===== config.mk =====
export PLATFORM = sky130hd
export DESIGN_NAME = ctu_tile_packer
export DESIGN_NICKNAME = d
export VERILOG_FILES = /design/src/rtl/ctu_pack_pkg.sv /design/src/rtl/ctu_scan_ctrl.sv /design/src/rtl/ctu_word_addr.sv /design/src/rtl/ctu_word_fill.sv /design/src/rtl/ctu_tile_packer.sv
export SDC_FILE = /design/constraint.sdc
export NUM_CORES = 1
export LEC_CHECK = 0
export ABC_AREA = 0
export BUFFER_PORTS_ARGS = -buffer_cell sky130_fd_sc_hd__buf_2
export CAP_MARGIN = 5
export CORE_AREA = 4 4 186 188
export CTS_CLUSTER_SIZE = 8
export DETAILED_ROUTE_END_ITERATION = 16
export DIE_AREA = 0 0 190 192
export PLACE_DENSITY_LB_ADDON = 0.2
export SYNTH_ARGS = -nofsm -noshare
export SYNTH_HDL_FRONTEND = slang
export SYNTH_SLANG_ARGS = --single-unit
export TNS_END_PERCENT = 1

===== constraint.sdc =====
create_clock -name clk -period 20.8 [get_ports clk]
set_clock_uncertainty 0.2 [all_clocks]
set_input_delay 2.08 -clock clk [delete_from_list [all_inputs] [get_ports clk]]
set_output_delay 2.08 -clock clk [all_outputs]
set_load 0.005 [all_outputs]

===== src/rtl/ctu_pack_pkg.sv =====
package ctu_pack_pkg;
  typedef enum logic {PLANE_Y = 1'b0, PLANE_C = 1'b1} plane_e;
  localparam int TILE_LOG   = 6;    // luma samples per tile side = 64
  localparam int SLOT_LOG   = 9;    // words per tile slot = 512
  localparam int CHROMA_OFS = 256;  // first chroma word inside a slot
endpackage


===== src/rtl/ctu_scan_ctrl.sv =====
module ctu_scan_ctrl import ctu_pack_pkg::*; #(
  parameter int DIM_W = 11
) (
  input  logic             clk,
  input  logic             rst,
  input  logic             launch,
  input  logic [DIM_W-1:0] cfg_width,
  input  logic [DIM_W-1:0] cfg_height,
  input  logic             advance,
  output logic             busy,
  output plane_e           plane,
  output logic [DIM_W:0]   row,
  output logic [DIM_W-4:0] col,
  output logic [DIM_W-6:0] ncx,
  output logic             pos_real,
  output logic             pos_part,
  output logic             pos_last
);
  localparam int ROW_W = DIM_W + 1;
  localparam int COL_W = DIM_W - 3;
  localparam int NC_W  = DIM_W - 5;

  logic [DIM_W:0]   w_ext, h_ext, lw_ext;
  logic [NC_W-1:0]  ncy_q;
  logic [COL_W-1:0] lw_q, last_col;
  logic [DIM_W-1:0] height_q;
  logic             half_q;
  logic [ROW_W-1:0] last_row, real_rows;

  assign w_ext  = {1'b0, cfg_width}  + ROW_W'(63);
  assign h_ext  = {1'b0, cfg_height} + ROW_W'(63);
  assign lw_ext = {1'b0, cfg_width}  + ROW_W'(15);

  always_comb begin
    last_col = {ncx, 2'b00} - COL_W'(1);
    if (plane == PLANE_C) begin
      last_row  = {1'b0, ncy_q, 5'b0} - ROW_W'(1);
      real_rows = {2'b00, height_q[DIM_W-1:1]};
    end else begin
      last_row  = {ncy_q, 6'b0} - ROW_W'(1);
      real_rows = {1'b0, height_q};
    end
    pos_real = (row < real_rows) && (col < lw_q);
    pos_part = pos_real && half_q && (col == lw_q - COL_W'(1));
    pos_last = (plane == PLANE_C) && (row == last_row) && (col == last_col);
  end

  always_ff @(posedge clk) begin
    if (rst) begin
      busy  <= 1'b0;
      plane <= PLANE_Y;
      row   <= '0;
      col   <= '0;
    end else if (launch) begin
      busy  <= 1'b1;
      plane <= PLANE_Y;
      row   <= '0;
      col   <= '0;
    end else if (advance && busy) begin
      if (col != last_col) begin
        col <= col + COL_W'(1);
      end else begin
        col <= '0;
        if (row != last_row) begin
          row <= row + ROW_W'(1);
        end else begin
          row <= '0;
          if (plane == PLANE_Y) plane <= PLANE_C;
          else                  busy  <= 1'b0;
        end
      end
    end
  end

  always_ff @(posedge clk) begin
    if (launch) begin
      ncx      <= w_ext[DIM_W:TILE_LOG];
      ncy_q    <= h_ext[DIM_W:TILE_LOG];
      lw_q     <= lw_ext[DIM_W:4];
      height_q <= cfg_height;
      half_q   <= cfg_width[3];
    end
  end

  // the walk never leaves the padded grid
  assert_col_in_grid_R4: assert property (@(posedge clk) disable iff (rst)
    busy |-> (col <= last_col) && (row <= last_row));
endmodule


===== src/rtl/ctu_word_addr.sv =====
module ctu_word_addr import ctu_pack_pkg::*; #(
  parameter int DIM_W  = 11,
  parameter int ADDR_W = 28
) (
  input  plane_e            plane,
  input  logic [DIM_W:0]    row,
  input  logic [DIM_W-4:0]  col,
  input  logic [DIM_W-6:0]  ncx,
  input  logic [ADDR_W-1:0] base,
  output logic [ADDR_W-1:0] addr
);
  localparam int ROW_W = DIM_W + 1;
  localparam int COL_W = DIM_W - 3;

  logic [ROW_W-6:0]    tile_y;
  logic [ADDR_W-1:0]   tile_idx;
  logic [SLOT_LOG-1:0] offset;

  always_comb begin
    if (plane == PLANE_C) begin
      tile_y = row[ROW_W-1:5];
      offset = SLOT_LOG'(CHROMA_OFS) + SLOT_LOG'({row[4:0], col[1:0]});
    end else begin
      tile_y = {1'b0, row[ROW_W-1:6]};
      offset = {1'b0, row[5:0], col[1:0]};
    end
    tile_idx = ADDR_W'(tile_y) * ADDR_W'(ncx) + ADDR_W'(col[COL_W-1:2]);
    addr     = base + (tile_idx << SLOT_LOG) + ADDR_W'(offset);
  end
endmodule


===== src/rtl/ctu_word_fill.sv =====
module ctu_word_fill #(
  parameter int DATA_W = 128
) (
  input  logic [DATA_W-1:0] din,
  input  logic [7:0]        fill,
  input  logic              is_real,
  input  logic              is_part,
  output logic [DATA_W-1:0] dout
);
  localparam int NBYTES = DATA_W / 8;
  localparam int HALF   = DATA_W / 2;

  logic [DATA_W-1:0] fill_word;
  assign fill_word = {NBYTES{fill}};

  always_comb begin
    if (!is_real)     dout = fill_word;
    else if (is_part) dout = {din[DATA_W-1:HALF], fill_word[HALF-1:0]};
    else              dout = din;
  end
endmodule


===== src/rtl/ctu_tile_packer.sv =====
module ctu_tile_packer import ctu_pack_pkg::*; #(
  parameter int DIM_W  = 11,
  parameter int ADDR_W = 28,
  parameter int DATA_W = 128
) (
  input  logic              clk,
  input  logic              rst,
  input  logic              start,
  input  logic [DIM_W-1:0]  cfg_width,
  input  logic [DIM_W-1:0]  cfg_height,
  input  logic [ADDR_W-1:0] cfg_base,
  input  logic [7:0]        cfg_fill,
  input  logic              lu_valid,
  output logic              lu_ready,
  input  logic [DATA_W-1:0] lu_data,
  input  logic              ch_valid,
  output logic              ch_ready,
  input  logic [DATA_W-1:0] ch_data,
  output logic              out_valid,
  input  logic              out_ready,
  output logic [ADDR_W-1:0] out_addr,
  output logic [DATA_W-1:0] out_data,
  output logic              busy,
  output logic              frame_done
);
  logic              scan_busy, pos_real, pos_part, pos_last;
  plane_e            plane;
  logic [DIM_W:0]    row;
  logic [DIM_W-4:0]  col;
  logic [DIM_W-6:0]  ncx;
  logic [ADDR_W-1:0] base_q, word_addr, out_off;
  logic [7:0]        fill_q;
  logic [DATA_W-1:0] in_word, word_data;
  logic              launch, slot_free, in_ok, advance, out_last, out_chroma;

  assign busy      = scan_busy || out_valid;
  assign launch    = start && !busy;
  assign slot_free = !out_valid || out_ready;
  assign in_ok     = (plane == PLANE_C) ? ch_valid : lu_valid;
  assign in_word   = (plane == PLANE_C) ? ch_data  : lu_data;
  assign advance   = scan_busy && slot_free && (!pos_real || in_ok);
  assign lu_ready  = scan_busy && slot_free && pos_real && (plane == PLANE_Y);
  assign ch_ready  = scan_busy && slot_free && pos_real && (plane == PLANE_C);

  ctu_scan_ctrl #(.DIM_W(DIM_W)) u_scan (
    .clk(clk), .rst(rst), .launch(launch),
    .cfg_width(cfg_width), .cfg_height(cfg_height), .advance(advance),
    .busy(scan_busy), .plane(plane), .row(row), .col(col), .ncx(ncx),
    .pos_real(pos_real), .pos_part(pos_part), .pos_last(pos_last)
  );

  ctu_word_addr #(.DIM_W(DIM_W), .ADDR_W(ADDR_W)) u_addr (
    .plane(plane), .row(row), .col(col), .ncx(ncx), .base(base_q),
    .addr(word_addr)
  );

  ctu_word_fill #(.DATA_W(DATA_W)) u_fill (
    .din(in_word), .fill(fill_q), .is_real(pos_real), .is_part(pos_part),
    .dout(word_data)
  );

  always_ff @(posedge clk) begin
    if (launch) begin
      base_q <= cfg_base;
      fill_q <= cfg_fill;
    end
  end

  always_ff @(posedge clk) begin
    if (rst) begin
      out_valid  <= 1'b0;
      out_last   <= 1'b0;
      out_chroma <= 1'b0;
      frame_done <= 1'b0;
    end else begin
      frame_done <= out_valid && out_ready && out_last;
      if (advance) begin
        out_valid  <= 1'b1;
        out_last   <= pos_last;
        out_chroma <= (plane == PLANE_C);
      end else if (out_ready) begin
        out_valid  <= 1'b0;
      end
    end
  end

  always_ff @(posedge clk) begin
    if (advance) begin
      out_addr <= word_addr;
      out_data <= word_data;
    end
  end

  assign out_off = out_addr - base_q;

  assert_hold_stall_R8: assert property (@(posedge clk) disable iff (rst)
    out_valid && !out_ready |=> out_valid && $stable(out_addr) && $stable(out_data));
  assert_one_ready_R11: assert property (@(posedge clk) disable iff (rst)
    $onehot0({lu_ready, ch_ready}));
  assert_luma_half_R1: assert property (@(posedge clk) disable iff (rst)
    out_valid && !out_chroma |-> !out_off[SLOT_LOG-1]);
  assert_chroma_quarter_R2: assert property (@(posedge clk) disable iff (rst)
    out_valid && out_chroma |-> out_off[SLOT_LOG-1:SLOT_LOG-2] == 2'b10);
  assert_done_idle_R10: assert property (@(posedge clk) disable iff (rst)
    frame_done |-> !busy);
  assert_start_ignored_R10: assert property (@(posedge clk) disable iff (rst)
    busy && start |=> $stable(base_q) && $stable(fill_q));
endmodule


; Yosys cells after proc, flatten, opt, wreduce, memory -nomap -nowiden
; Index checks and enable logic that the tools add are counted.
[totals]
wordCells = 86
in_bits = 320
out_inout_bits = 161
register_bits = 249
[op_classes]
n_bitwise = 3
eq_ne = 7
n_mux = 17
addsub = 13
n_reduce_logical = 27
mul = 1
order_cmp = 2
[op_table]
columns = op, count
row1 = 128-bit two-way mux, 2
row2 = 64-bit two-way mux, 1
row3 = 28-bit adder, 1
row4 = 28-bit by 9-bit adder with 28-bit output, 1
row5 = 11-bit by 6-bit adder with 12-bit output (second input constant), 2
row6 = 12-bit two-way mux, 2
row7 = 8-bit == test, 2
row8 = 8-bit by 1-bit subtractor with 8-bit output (second input constant), 2
row9 = 13-bit by 6-bit adder with 14-bit output, 1
row10 = 1-bit logical AND, 14
row11 = 7-bit by 6-bit multiplier with 13-bit output, 1
row12 = 11-bit by 4-bit adder with 12-bit output (second input constant), 1
row13 = 12-bit by 1-bit adder with 12-bit output (second input constant), 1
row14 = 12-bit == test, 1
row15 = 12-bit by 11-bit < comparator with 1-bit output, 1
row16 = 12-bit != test, 1
row17 = 11-bit by 1-bit subtractor with 12-bit output (second input constant), 1
row18 = 12-bit by 1-bit subtractor with 12-bit output (second input constant), 1
row19 = 11-bit two-way mux, 1
row20 = 9-bit by 7-bit adder with 9-bit output (first input constant), 1
row21 = 9-bit two-way mux, 1
row22 = 8-bit by 1-bit adder with 8-bit output (second input constant), 1
row23 = 8-bit < comparator, 1
row24 = 1-bit two-way mux, 8
row25 = other kinds (12), 21

; Longest topological paths before layout
[depth]
word_depth = 9
depth_mapped = 28
depth_no_buf = 25

; Hierarchy
; From an unflattened synthesis, not the netlist that was laid out.
[hier_totals]
cells_unflattened = 1357
area_unflattened_um2 = 15916.5
[modules_own_cells]
columns = mod, seq_area_each_um2, n_inst, area_per_inst_um2, cells_each
row1 = ctu_tile_packer, 5825.6, 1, 7458.4, 354
row2 = ctu_scan_ctrl, 1401.3, 1, 3478.3, 367
row3 = ctu_word_addr, 0.0, 1, 3273.1, 412
row4 = ctu_word_fill, 0.0, 1, 1706.6, 224

; Worst setup path after synthesis
; Ideal clock, no wire load.
[synth_timing]
path_type = flip-flop to flip-flop
from = register u_scan.plane
to = register out_addr[0], enable pin
path_stages_with_launch = 14
path_slack_ps = 13920
required_time_ps = 20092
synth_period_minus_slack_ps = 6880
n_path_buf = 6
t_arrival_ps = 6173
setup_time_ps = 508
cell_sequence = dfxtp_1 buf_2 clkbuf_1 buf_2 clkbuf_1 buf_1 mux2i_1 ha_1 nand4b_1 o41a_1 buf_2 nand4_4 nand2_2 inv_1
[synth_via]
elab_chain_cells = 6
word_cells_on_any_way = 7
classes_between = order compare (1) / mux (2) / reduce/logical (4)
[synth_lines]
columns = item, line
row1 = start: declaration, ctu_scan_ctrl.sv:11  ; output plane_e plane,
row2 = start signal: assignment, ctu_scan_ctrl.sv:51  ; plane <= PLANE_Y;
row3 = start signal: assignment, ctu_scan_ctrl.sv:56  ; plane <= PLANE_Y;
row4 = start signal: assignment, ctu_scan_ctrl.sv:68  ; if (plane == PLANE_Y) plane <= PLANE_C;
row5 = 11-bit two-way mux, ctu_scan_ctrl.sv:36  ; if (plane == PLANE_C) begin
row6 = 12-bit by 11-bit < comparator with 1-bit output, ctu_scan_ctrl.sv:43  ; pos_real = (row < real_rows) && (col < lw_q);
row7 = 1-bit logical AND, ctu_scan_ctrl.sv:43
row8 = 1-bit logical NOT, -
row9 = 1-bit logical OR (*), ctu_tile_packer.sv:41  ; assign advance = scan_busy && slot_free && (!pos_real || in_ok);
row10 = 1-bit logical AND (*), ctu_tile_packer.sv:41
row11 = via advance, ctu_tile_packer.sv:34  ; logic launch, slot_free, in_ok, advance, out_last, out_chroma;
row12 = end signal: assignment, ctu_tile_packer.sv:89  ; out_addr <= word_addr;
row13 = end: declaration, ctu_tile_packer.sv:21  ; output logic [ADDR_W-1:0] out_addr,
; The timed path passes the listed nets; every way through them passes the cells marked *.
; A chain may end at the register's enable or synchronous reset.

; Worst setup path in the final report
[layout_timing]
from = register u_scan.plane
to = output port ch_ready
[layout_via]
elab_chain_cells = 5
[layout_lines]
columns = item, line
row1 = 11-bit two-way mux, ctu_scan_ctrl.sv:36
row2 = 12-bit by 11-bit < comparator with 1-bit output, ctu_scan_ctrl.sv:43
row3 = 1-bit logical AND, ctu_scan_ctrl.sv:43
row4 = 1-bit logical AND, ctu_tile_packer.sv:43  ; assign ch_ready = scan_busy && slot_free && pos_real && (plane == PLANE_C);
row5 = 1-bit logical AND (*), ctu_tile_packer.sv:43
row6 = end: declaration, ctu_tile_packer.sv:17  ; output logic ch_ready,
; Every way passes the cells marked *; elsewhere a longest branch is shown, timed or not.

==> impl_metrics.ini <==
[worst_hold_path]
holdCritStartpoint = out_last
holdPathEnd = frame_done
hp-class = flop to flop
hold_depth = 1

[grt]
grt_antenna_before_repair = 5
gr-total-overflow = 0
track_usage_pct = 25.0
grt_pass1_vias = 11900
grt_max_degree = 86
grt_pass1_wl_mm = 70.1

[worst_setup_path]
ff2ff_path_depth = 22
cp_num_cells = 11
worst_path_max_delay_cell = buf_4
critPathRequiredTime_ns = 18.52
worstSetupPathType = flop to primary output
crit_arrival_ns = 4.82
r2r-start = u_scan.plane
slowest_delay_ns = 0.71
path_cells = buf_4 > buf_4 > mux2i_1 > ha_1 > a2111o_1 > a21oi_1 > o41a_1 > nand3_2 > buf_4 > nor3_1 > buf_2
crit_fanout = 74
path_common_cell = buf_4
start_kind = flop
cp_top_family = buffers and inverters
endpoint_kind = primary output
r2r_slack_ns = 14.20
crit_buf_inv = 4
r2r_end = out_addr[25]

[route]
vias = 12200
dr.first_iter.drc_count = 877
wirelength_mm = 48.4
route.detailed.drc = 0
drtAntennaViolNets = 0
first_pass_iters = 7
vias_per_cell = 5.43
post_drt_wl_per_cell_um = 21.5

[placement]
finalWeightedCongestion = 0.931
port_buffers = 480
hpwl_mm = 37.5
placed_area_mm2 = 0.0180

[logic_synthesis]
yosysSeqAreaShare_pct = 47.5
synth_top_area_share_pct = 44.2
yosysUniqueCellTypes = 73
yosys_warnings = 0
synth_nets = 1741
async_flop_share_pct = 0
postSynthCellCount = 1314
synth_largest_area_cell = edfxtp_1
synthTopCellsByArea = edfxtp_1, mux2_2, ha_1, nor2b_1, a211oi_1
synth.avg_cell_area_um2 = 11.6
synth_seq_cells = 249
synthFlopType = edfxtp_1
synth_area_mm2 = 0.0152
synth-edff-count = 224

[floorplan]
core_mm2 = 0.0331
die-area_mm2 = 0.0365
start_util_pct = 46.0
num_io_pins = 481
fp.dieW_um = 190
num_rows = 67
die_h_um = 192

[timing]
fin_crit_sh_pct = 34.1
setup_viol = 0
finalSetupTns_ns = 0
tightest_slew_ns = 1.20
rsz0062_at_grt = no
relSlewSlack_pct = 19.9
finalHoldViolCount = 0
slew_viol_final = 0
fmax_ghz = 0.141
fin_crit_ns = 7.10

[clock_tree]
cts.clk_slew.worst_paths_ns = 0.05
cts_setup_buffers = 0
ctsLongestPathBuffers = 3
htree_levels = 2
cts_sinks = 249
cts_root_buf = clkbuf_16
cts_resized = 0
cts_buffers = 37
clk_latency_ns = 0.51
cts_tree = yes
postCtsHoldBufs = 0

[finish]
fin_area_mm2 = 0.0191
fin_util_pct = 57.6
fillCellCount = 2824
num-nets-final = 2217
layout-drive-gt1-share_pct = 37.1
areaGrowthSynthToFinish_pct = 25.3

[pwr]
p_leak_nw = 8.24
peakVddDrop_uv = 58.8
powerDensity_mw_per_mm2 = 66.5

[run_status]
run_status = complete, no violations

[flow_run]
maxCapViolations = 0
synthesized netlist by cell type (3+ instances only):
master	count
a21o_1	15
or4_1	3
o21a_1	5
or3_1	7
a31oi_1	16
mux2i_1	22
o21ai_0	19
fa_1	25
nand4_1	9
mux2_2	122
xnor2_1	54
and2_1	6
mux2_1	7
inv_1	62
xor2_1	29
dfxtp_1	25
a22o_1	4
buf_6	7
edfxtp_1	224
a21oi_1	41
and4_1	5
nand2b_1	20
o21bai_1	5
nor2b_1	89
a211oi_1	69
o211ai_1	9
clkbuf_1	40
nor3_1	24
buf_1	3
o31ai_1	3
buf_2	5
a21boi_0	3
and3_1	15
nand3_1	25
a31o_1	3
ha_1	82
nor4_1	6
nor2_1	130
nand2_1	35
worst reg2reg max path, cell delays in order (launching register included):
cell      delay (ns)
dfxtp_4         0.43
mux2i_1         0.50
nor2b_1         0.15
fa_1            0.56
inv_1           0.05
fa_1            0.47
inv_1           0.05
fa_1            0.53
inv_1           0.05
fa_1            0.50
inv_1           0.04
ha_1            0.23
or3_1           0.34
o211ai_1        0.17
nand3_1         0.13
o41ai_1         0.37
xnor2_1         0.12
ha_1            0.39
and4_1          0.26
and3_1          0.20
a21boi_0        0.29
o211ai_1        0.14
xnor2_1         0.16
cell type report:
class                   instances  area (µm²)  share of cell area, %
multi-input cells             948        7500                   39.3
inverters                      62         238                   1.25
repair buffers                492        2490                   13.1
clock buffers                  52        1010                   5.32
well taps                     448         561                   2.94
flip-flops and latches        249        7230                   37.9
diodes                          4        10.0                 0.0525
clock inverters                 2        20.0                  0.105
worst max path at each step:
| stage | slack [ns] | startpoint | end |
|---|---|---|---|
| 6_report | 13.70 | u_scan.plane | ch_ready |
| 2_1_floorplan | 13.92 | u_scan.plane | out_addr[0] |
| 5_1_grt | 13.33 | u_scan.plane | ch_ready |
| 3_5_place_dp | 14.24 | u_scan.plane | ch_ready |
| 3_3_place_gp | 14.39 | u_scan.plane | ch_ready |
| 4_1_cts | 13.69 | u_scan.plane | ch_ready |
state kept, by name, summed over array words and instances, names as in the netlist, 6 cells and up:
| signal | count |
|---|---|
| u_scan.row | 12 |
| out_addr | 28 |
| base_q | 28 |
| fill_q | 8 |
| u_scan.col | 8 |
| out_data | 128 |
| u_scan.ncy_q | 6 |
| u_scan.height_q | 11 |
| u_scan.ncx | 6 |
| u_scan.lw_q | 8 |
cell families (layout without fill, tap and decap cells):
family | count (synthesis) | in the layout | synth area share, %
and+or+nand+nor | 392 | 392 | 13.5
DFF | 249 | 249 | 47.5
AOI/OAI and AO/OA | 215 | 215 | 9.95
muxes | 151 | 151 | 11.0
buffers and inverters | 117 | 608 | 3.27
adders and majority gates | 107 | 107 | 10.0
xor gates and xnor gates | 83 | 83 | 4.78
other | 0 | 4 | 0
report_power, final:
group	switching, mW	internal [mW]
registers	0.0156	0.577
logic	0.0703	0.0632
clock network	0.208	0.334
through the flow:
step	worst slack (ns)	power, mW	cells	hold slack, ns
floorplan	13.92	0.664	1314	0.261
global placement	14.39	0.733	2199	0.292
detailed placement	14.24	0.735	2199	0.286
CTS	13.69	1.28	2253	0.311
global route	13.33	1.32	2257	0.337
finish	13.70	1.27	2257	0.302
layer usage:
layer,up-vias,share of wire (%),GRT usage (%)
li1,5808,-,-
met1,5869,40,32.0
met2,475,49,42.3
met3,92,6.9,4.85
met4,2,3.6,9.35
met5,-,0.027,0
placed cells by master (no fill, tap or decap), types with 6 or more instances in the layout:
master,synthesis,routed
clkbuf_1,40,13
nand2_1,35,35
edfxtp_1,224,224
a211oi_1,69,69
xor2_1,29,29
nand2b_1,20,20
fa_1,25,25
a21o_1,15,15
mux2_2,122,122
buf_2,5,480
nand4_1,9,9
clkbuf_16,0,38
a31oi_1,16,16
mux2_1,7,7
and3_1,15,15
or3_1,7,7
mux2i_1,22,22
xnor2_1,54,54
o21ai_0,19,19
buf_4,0,12
nor2_1,130,129
nor4_1,6,6
dfxtp_1,25,24
a21oi_1,41,41
nor3_1,24,24
ha_1,82,82
o211ai_1,9,9
nand3_1,25,25
and2_1,6,6
nor2b_1,89,89
inv_1,62,61
(Power assumes the default switching activity.)
